## config.mk

```make
export PLATFORM = sky130hd
export DESIGN_NAME = ts_timekeeper
export DESIGN_NICKNAME = d
export VERILOG_FILES = /design/src/rtl/ts_pkg.sv /design/src/rtl/ts_lock_ctrl.sv /design/src/rtl/ts_counter.sv /design/src/rtl/ts_offset_adder.sv /design/src/rtl/ts_timekeeper.sv
export SDC_FILE = /design/constraint.sdc
export NUM_CORES = 1
export LEC_CHECK = 0
export BUFFER_PORTS_ARGS = -buffer_cell sky130_fd_sc_hd__buf_2
export CORE_ASPECT_RATIO = 0.6
export CORE_MARGIN = 4
export CORE_UTILIZATION = 30
export DETAILED_ROUTE_END_ITERATION = 6
export GPL_TIMING_DRIVEN = 0
export SLEW_MARGIN = 20
export SYNTH_ARGS = -nofsm -noshare
export SYNTH_HDL_FRONTEND = slang
export SYNTH_HIERARCHICAL = 1
export SYNTH_SLANG_ARGS = --single-unit
export TNS_END_PERCENT = 5
```

## constraint.sdc

```tcl
create_clock -name clk -period 10.09 [get_ports clk]
set_input_delay 2.018 -clock clk [delete_from_list [all_inputs] [get_ports clk]]
set_output_delay 2.018 -clock clk [all_outputs]
set_load 0.1 [all_outputs]
```

## src/rtl/ts_pkg.sv

```systemverilog
package ts_pkg;

  typedef enum logic [1:0] {
    CMD_HOLD   = 2'd0,
    CMD_LOCK   = 2'd1,
    CMD_UNLOCK = 2'd2
  } lock_cmd_e;

  // Lock has priority over either unlock source.
  function automatic lock_cmd_e decode_lock_cmd(logic lock_bit, logic unlock_bit, logic rep_bit);
    if (lock_bit)                return CMD_LOCK;
    else if (unlock_bit || rep_bit) return CMD_UNLOCK;
    else                         return CMD_HOLD;
  endfunction

  // Offset steps to whole ticks: off * num / 2^shift, rounded down.
  function automatic logic [31:0] offset_to_ticks(logic [31:0] off, logic [31:0] num, int shift);
    logic [31:0] prod;
    prod = off * num;
    return prod >> shift;
  endfunction

endpackage

```

## src/rtl/ts_lock_ctrl.sv

```systemverilog
module ts_lock_ctrl #(
  parameter int CMD_W      = 8,
  parameter int LOCK_BIT   = 7,
  parameter int UNLOCK_BIT = 6,
  parameter int REP_BIT    = 0
) (
  input  logic             clk,
  input  logic             rst_n,
  input  logic             cmd_wr,
  input  logic [CMD_W-1:0] cmd_data,
  output logic             locked
);
  import ts_pkg::*;

  lock_cmd_e cmd;
  logic      locked_q;

  always_comb begin
    cmd = decode_lock_cmd(cmd_data[LOCK_BIT], cmd_data[UNLOCK_BIT], cmd_data[REP_BIT]);
  end

  always_ff @(posedge clk or negedge rst_n) begin
    if (!rst_n) begin
      locked_q <= 1'b0;
    end else if (cmd_wr) begin
      case (cmd)
        CMD_LOCK:   locked_q <= 1'b1;
        CMD_UNLOCK: locked_q <= 1'b0;
        default:    locked_q <= locked_q;
      endcase
    end
  end

  assign locked = locked_q;
endmodule

```

## src/rtl/ts_counter.sv

```systemverilog
module ts_counter #(
  parameter int SEC_W   = 32,
  parameter int SUB_W   = 16,
  parameter int SUB_MAX = 31249
) (
  input  logic             clk,
  input  logic             rst_n,
  input  logic             tick,
  input  logic             load_accept,
  input  logic [SEC_W-1:0] load_sec,
  output logic [SEC_W-1:0] sec_q,
  output logic [SUB_W-1:0] sub_q,
  output logic             roll_event,
  output logic             heartbeat
);
  localparam logic [SUB_W-1:0] SUB_LAST = SUB_W'(SUB_MAX);

  assign roll_event = tick && (sub_q == SUB_LAST) && !load_accept;

  always_ff @(posedge clk or negedge rst_n) begin
    if (!rst_n) begin
      sec_q     <= '0;
      sub_q     <= '0;
      heartbeat <= 1'b0;
    end else begin
      heartbeat <= roll_event;
      if (load_accept) begin
        sec_q <= load_sec;
        sub_q <= '0;
      end else if (roll_event) begin
        sec_q <= sec_q + 1'b1;
        sub_q <= '0;
      end else if (tick) begin
        sub_q <= sub_q + 1'b1;
      end
    end
  end
endmodule

```

## src/rtl/ts_offset_adder.sv

```systemverilog
module ts_offset_adder #(
  parameter int SEC_W     = 32,
  parameter int SUB_W     = 16,
  parameter int SUB_MAX   = 31249,
  parameter int OFF_W     = 8,
  parameter int STEP_NUM  = 125,
  parameter int STEP_SHFT = 3
) (
  input  logic [SEC_W-1:0] sec_in,
  input  logic [SUB_W-1:0] sub_in,
  input  logic [OFF_W-1:0] off,
  output logic [SEC_W-1:0] sec_out,
  output logic [SUB_W-1:0] sub_out,
  output logic             carry
);
  import ts_pkg::*;

  localparam int SUM_W = SUB_W + 1;
  localparam logic [SUM_W-1:0] SUM_LAST = SUM_W'(SUB_MAX);
  localparam logic [SUM_W-1:0] SUM_SPAN = SUM_W'(SUB_MAX + 1);

  logic [31:0]      ticks32;
  logic [SUM_W-1:0] sum;

  // The largest offset converts to fewer ticks than one second, so one
  // conditional subtraction is enough.
  always_comb begin
    ticks32 = offset_to_ticks(32'(off), 32'(STEP_NUM), STEP_SHFT);
    sum     = {1'b0, sub_in} + SUM_W'(ticks32);
    carry   = (sum > SUM_LAST);
    if (carry) begin
      sub_out = SUB_W'(sum - SUM_SPAN);
      sec_out = sec_in + 1'b1;
    end else begin
      sub_out = SUB_W'(sum);
      sec_out = sec_in;
    end
  end
endmodule

```

## src/rtl/ts_timekeeper.sv

```systemverilog
module ts_timekeeper #(
  parameter int SEC_W     = 32,
  parameter int SUB_W     = 16,
  parameter int SUB_MAX   = 31249,
  parameter int OFF_W     = 8,
  parameter int CMD_W     = 8,
  parameter int STEP_NUM  = 125,
  parameter int STEP_SHFT = 3
) (
  input  logic             clk,
  input  logic             rst_n,
  input  logic             tick_en,
  input  logic             load_valid,
  input  logic [SEC_W-1:0] load_sec,
  input  logic             cmd_wr,
  input  logic [CMD_W-1:0] cmd_data,
  input  logic             off_wr,
  input  logic [OFF_W-1:0] off_data,
  output logic [SEC_W-1:0] sec_raw,
  output logic [SUB_W-1:0] sub_raw,
  output logic [SEC_W-1:0] sec_out,
  output logic [SUB_W-1:0] sub_out,
  output logic             stat_locked,
  output logic             stat_unlocked,
  output logic [OFF_W-1:0] off_rd,
  output logic             heartbeat
);
  logic             locked;
  logic             load_accept;
  logic             roll_event;
  logic             out_carry;
  logic [OFF_W-1:0] off_q;

  assign load_accept = load_valid && !locked;

  ts_lock_ctrl #(
    .CMD_W(CMD_W), .LOCK_BIT(7), .UNLOCK_BIT(6), .REP_BIT(0)
  ) u_lock (
    .clk(clk), .rst_n(rst_n), .cmd_wr(cmd_wr), .cmd_data(cmd_data), .locked(locked)
  );

  ts_counter #(
    .SEC_W(SEC_W), .SUB_W(SUB_W), .SUB_MAX(SUB_MAX)
  ) u_cnt (
    .clk(clk), .rst_n(rst_n), .tick(tick_en), .load_accept(load_accept),
    .load_sec(load_sec), .sec_q(sec_raw), .sub_q(sub_raw),
    .roll_event(roll_event), .heartbeat(heartbeat)
  );

  always_ff @(posedge clk or negedge rst_n) begin
    if (!rst_n)      off_q <= '0;
    else if (off_wr) off_q <= off_data;
  end

  ts_offset_adder #(
    .SEC_W(SEC_W), .SUB_W(SUB_W), .SUB_MAX(SUB_MAX), .OFF_W(OFF_W),
    .STEP_NUM(STEP_NUM), .STEP_SHFT(STEP_SHFT)
  ) u_off (
    .sec_in(sec_raw), .sub_in(sub_raw), .off(off_q),
    .sec_out(sec_out), .sub_out(sub_out), .carry(out_carry)
  );

  assign off_rd        = off_q;
  assign stat_locked   = locked;
  assign stat_unlocked = !locked;
endmodule

```

==> results of run 1 <==
==> stage by stage <==
stage	utilization, %	setup slack (ps)	hold slack (ps)	TNS [ps]	cell area [µm²]
floorplan	-	-235	1030	-8150	6600
global placement	36.2	469	538	0	7710
detailed placement	36.4	424	549	0	7740
CTS	37.8	8.59	563	0	8040
global route	38.8	2.75	615	0	8260
finish	38.8	397	552	0	8260
==> cell families after synthesis <==
family	Yosys count	synth area share [%]
simple gates	295	27.3
xor+xnor	104	13.8
compound gates	101	10.1
buf+inv	85	5.89
fa+ha+maj	77	17.2
flops	58	22.1
mux	19	3.65
==> cell usage after synthesis, drive strengths merged (22+ instances only) <==
cell    n
nor4   31
xor2   58
nor2   39
nand3  35
dfrtp  58
inv    56
o21ai  41
nor3   26
fa     22
nand2  68
xnor2  46
ha     55
==> critical path, delay by kind of cell (launching register included) <==
kind | cells | cell delay, ps
fa+ha+maj | 6 | 2530
compound gates | 7 | 1560
simple gates | 6 | 1250
xor+xnor | 4 | 770
buf+inv | 5 | 700
flops | 1 | 500
==> sequential cells by signal, indices dropped and copies added, names as in the netlist <==
signal / count
u_lock/locked: 1
off_rd: 8
u_cnt/heartbeat: 1
u_cnt/sec_q: 32
u_cnt/sub_q: 16
==> metal layers <==
layer,routed length [µm],share of wire (%),GRT usage (%)
met1,12200,55,31.5
met2,8130,36,22.0
met3,1740,7.8,4.83
met4,317,1.4,4.27
met5,7,0.031,0
==> path summary, 6_finish.rpt <==
| check | startpoint | end | slack [ps] | depth (start not counted) |
|---|---|---|---|---|
| max in group asynchronous | rst_n | off_rd[2]$_DFFE_PN0P_ | 8050 | 2 |
| min in group asynchronous | rst_n | u_cnt/sec_q[16]$_DFFE_PN0P_ | 1510 | 1 |
| setup reg to reg | u_cnt/sec_q[2]$_DFFE_PN0P_ | u_cnt/sec_q[31]$_DFFE_PN0P_ | 7300 | 6 |
| setup / recovery | off_rd[1]$_DFFE_PN0P_ | sec_out[16] | 400 | 28 |
| hold / removal | u_lock/locked$_DFFE_PN0P_ | u_lock/locked$_DFFE_PN0P_ | 550 | 1 |
| hold reg to reg | u_lock/locked$_DFFE_PN0P_ | u_lock/locked$_DFFE_PN0P_ | 550 | 1 |
==> final cells by class <==
type | count | area share, %
inverter | 56 | 2.55
clock buffer | 9 | 2.73
buffer | 29 | 2.21
timing repair buffer | 157 | 11.5
sequential | 58 | 17.6
tap | 279 | 4.23
multi-input combinational | 596 | 58.2
clock inverter | 7 | 0.940
==> what timing repair did <==
item	4_1_cts	5_1_grt
buffers inserted	0	3
gates resized for setup	0	73
hold endpoints to repair	0	0
setup endpoints to repair	0	47
==> impl_metrics.json, run 1 <==
{
  "outcome": "finished, final reports clean",
  "grt_pass1_wl_mm": 34.8,
  "routed_wl_mm": 22.4,
  "clock_sinks": 58,
  "hp-class": "reg2reg",
  "grt_max_degree": 48,
  "antenna-diode-count": 0,
  "synth-seq-cells": 58,
  "fin_crit_sh_pct": 96.1,
  "start_util_pct": 30.9,
  "cts_tree": "done",
  "grt_pass1_vias": 5859,
  "cts_max_level": 3,
  "yosysWarnings": 6,
  "yosysTopAreaCell": "dfrtp_1",
  "synthArstFlopShare_pct": 100,
  "dp_cells": 1172,
  "grt.total_usage_pct": 18.6,
  "period_minus_slack_ps": 9690,
  "critical_path_class": "reg2out",
  "finalMaxSlewViolations": 0,
  "synthFlopType": "dfrtp_1",
  "tightest_slew_ps": 1010,
  "rows": 41,
  "mostFrequentLayoutCells": "buf_2 (117), nand2_1 (68), dfrtp_1 (57), xor2_1 (56)",
  "rsz0062_at_grt": "no",
  "multiInputGateArea_um2": 4800,
  "cts_buffers": 9,
  "wl_per_cell_um": 18.8,
  "cpPeakStageDelay_ps": 610,
  "cts_hold_buffers": 0,
  "area_delta_synth_final_pct": 25.5,
  "fillers": 2171,
  "setup_viol": 0,
  "root_buffer": "clkbuf_16",
  "clockBufferDepth": 2,
  "stdcell_count": 1191,
  "crit_fanout": 10,
  "seq_area_um2": 1450,
  "skew_ps": 10.2,
  "finalHoldViolations": 0,
  "gp_congestion": 0.948,
  "cts.clk_slew.worst_paths_ps": 60,
  "fmax_mhz": 103,
  "viasPerCell": 5.22,
  "dieHeight_um": 123,
  "route.detailed.drc": 0,
  "die-area_um2": 24400,
  "vias": 6216,
  "synth.top_cell.area_share_pct": 22.1,
  "ioPinCount": 161,
  "clk-insertion-delay-late_ps": 350,
  "seq_area_frac_synth_pct": 22.1,
  "first_pass_iters": 5,
  "hpwl_mm": 17.8,
  "cap_violations": 0,
  "maxSlewHeadroom_pct": 32.1,
  "drtAntennaViolNets": 0,
  "crit_arrival_ps": 7680,
  "postSynthAreaPerCell_um2": 8.90,
  "coreArea_um2": 21300,
  "crit_path_start_kind": "flip-flop",
  "synthCells": 739,
  "synthesis.nets": 870,
  "end_kind": "output port",
  "gr-total-overflow": 0,
  "port_buffers": 153,
  "drive_gt1_share_pct": 28.0,
  "synth_edf_count": 0,
  "syn_area_um2": 6580,
  "final_nets": 1038,
  "synth.top_cells.by_area": "dfrtp_1 (22%), ha_1 (10%), xor2_1 (7.7%), fa_1 (6.7%), xnor2_1 (6.1%)",
  "cp.required_ps": 8070,
  "antenna_found_initial": 1,
  "ys_types": 69,
  "die_w_um": 199,
  "drt_iter0_drc": 618,
  "worst_path_max_delay_cell": "fa_1",
  "final_common_cell": "buf_2"
}
Power of run 1 is not shown: default switching activity piles up to over one toggle a cycle in this logic, so the estimate is an artifact.
==> inputs of run 2 (changes only) <==
- CORE_MARGIN: 4 -> unset
- CTS_BUF_LIST: unset -> sky130_fd_sc_hd__clkbuf_2 sky130_fd_sc_hd__clkbuf_4 sky130_fd_sc_hd__clkbuf_8
- clock period: 10.09 -> 12.5 ns (I/O delays scaled with it)
==> run 2 against run 1 <==
Effect of this change:
- the run now ends with DRC left
- worst hold slack is essentially flat
- setup slack gained 1500 ps
- flip-flop and latch count is the same
- wire length is 2.4% lower
- clock skew increased by 9.9 ps
- core utilization fell by 1.3 points
- non-clock buffer count shrank 3
- via count about the same
- global-route usage is 1.3 points higher
- final area is 3.5% lower
==> impl_metrics.json, run 2 (synthesis results as in run 1) <==
{
  "gp_congestion": 0.949,
  "cp.required_ps": 10000,
  "maxSlewHeadroom_pct": 37.7,
  "grt.total_usage_pct": 19.9,
  "port_buffers": 153,
  "worst_path_max_delay_cell": "fa_1",
  "crit_buf_inv": 4,
  "finalHoldViolations": 0,
  "crit_arrival_ps": 8140,
  "route.detailed.drc": 14,
  "routed_wl_mm": 21.9,
  "first_pass_iters": 7,
  "hold_depth": 1,
  "largest-register": "u_cnt/sec_q",
  "crit_family": "adder cells",
  "critPathLaunch": "off_rd[1]$_DFFE_PN0P_",
  "cts_buffers": 9,
  "coreArea_um2": 21200,
  "tightest_slew_ps": 926,
  "cts_tree": "done",
  "postCtsSetupBuffers": 0,
  "vias": 6211,
  "skew_ps": 20.1,
  "period_minus_slack_ps": 10640,
  "root_buffer": "clkbuf_8",
  "fin_tns_setup_ps": 0,
  "wl_per_cell_um": 18.4,
  "worstReg2RegStart": "u_cnt/sec_q[2]$_DFFE_PN0P_",
  "mostFrequentLayoutCells": "buf_2 (159), nand2_1 (68), dfrtp_1 (58), xor2_1 (58)",
  "drive_gt1_share_pct": 26.7,
  "stdcell_count": 1189,
  "rsz0062_at_grt": "no",
  "rr_worst_depth": 6,
  "cts_hold_buffers": 0,
  "gr-total-overflow": 0,
  "cap_violations": 0,
  "path_depth": 27,
  "grt_pass1_wl_mm": 33.4,
  "r2r_end": "u_cnt/sec_q[31]$_DFFE_PN0P_",
  "crit_fanout": 10,
  "finalMaxSlewViolations": 0,
  "final_common_cell": "buf_2",
  "cts_max_level": 3,
  "violations": "DRC",
  "setup.worst_path.end": "sub_out[14]",
  "drt_iter0_drc": 522,
  "dp_cells": 1172,
  "dieHeight_um": 117,
  "hpwl_mm": 17.5,
  "die-area_um2": 22500,
  "end_kind": "output port",
  "area_delta_synth_final_pct": 21.1,
  "ioPinCount": 161,
  "cts_resized": 0,
  "clock_sinks": 58,
  "min_from": "u_lock/locked$_DFFE_PN0P_",
  "antenna_found_initial": 0,
  "viasPerCell": 5.22,
  "largest_register_ffs": 32,
  "clockBufferDepth": 2,
  "critical_path_class": "reg2out",
  "cts.clk_slew.worst_paths_ps": 90,
  "rrSetupSlack_ps": 9840,
  "outcome": "finished with violations",
  "cp_common_cell": "o21ai_0",
  "hp-class": "reg2reg",
  "setup_viol": 0,
  "clk-insertion-delay-late_ps": 380,
  "cpPeakStageDelay_ps": 610,
  "grt_pass1_vias": 5563,
  "fmax_mhz": 94.0,
  "drtAntennaViolNets": 0,
  "rows": 41,
  "die_w_um": 193,
  "grt_max_degree": 33,
  "fin_crit_sh_pct": 85.1,
  "start_util_pct": 31.0,
  "crit_path_start_kind": "flip-flop",
  "final_nets": 1035
}
run 2: how the worst min path moves through the flow:
stage | endpoint | slack [ps]
after floorplan | u_cnt/sub_q[14]$_DFFE_PN0P_ | 1030
after global placement | u_lock/locked$_DFFE_PN0P_ | 540
after detailed placement | u_lock/locked$_DFFE_PN0P_ | 540
after CTS | u_lock/locked$_DFFE_PN0P_ | 560
after global routing | u_lock/locked$_DFFE_PN0P_ | 590
final | u_lock/locked$_DFFE_PN0P_ | 550
run 2: layout make-up:
| cell class | instances | area, µm² |
|---|---|---|
| Antenna cell | 1 | 2.50 |
| Fill cell | 2240 | 13300 |
| Multi-Input combinational cell | 596 | 4740 |
| Clock buffer | 9 | 124 |
| Inverter | 56 | 210 |
| Clock inverter | 7 | 125 |
| Tap cell | 279 | 349 |
| Sequential cell | 58 | 1450 |
| Timing Repair Buffer | 154 | 788 |
| Buffer | 29 | 178 |
run 2: metal layers:
layer  track usage (%)  part of all wire, %  wire, µm  vias up
li1                  -                    -         -     2941
met1              33.2                   54     11900     3022
met2              23.3                   35      7720      233
met3              5.89                  9.5      2080       15
met4              3.85                 0.75       165        0
met5                 0                    0         0        -
run 2: metrics by stage:
stage          utilization [%]  cell area (µm²)  hold slack [ps]  worst slack [ps]
3_3_place_gp              36.2             7690              540              2410
3_5_place_dp              36.3             7720              540              2300
2_1_floorplan                -             6580             1030              1510
4_1_cts                   37.5             7970              561              1870
6_report                  37.5             7970              552              1860
5_1_grt                   37.5             7970              589              1180
Power of run 2 is left out for the same reason.
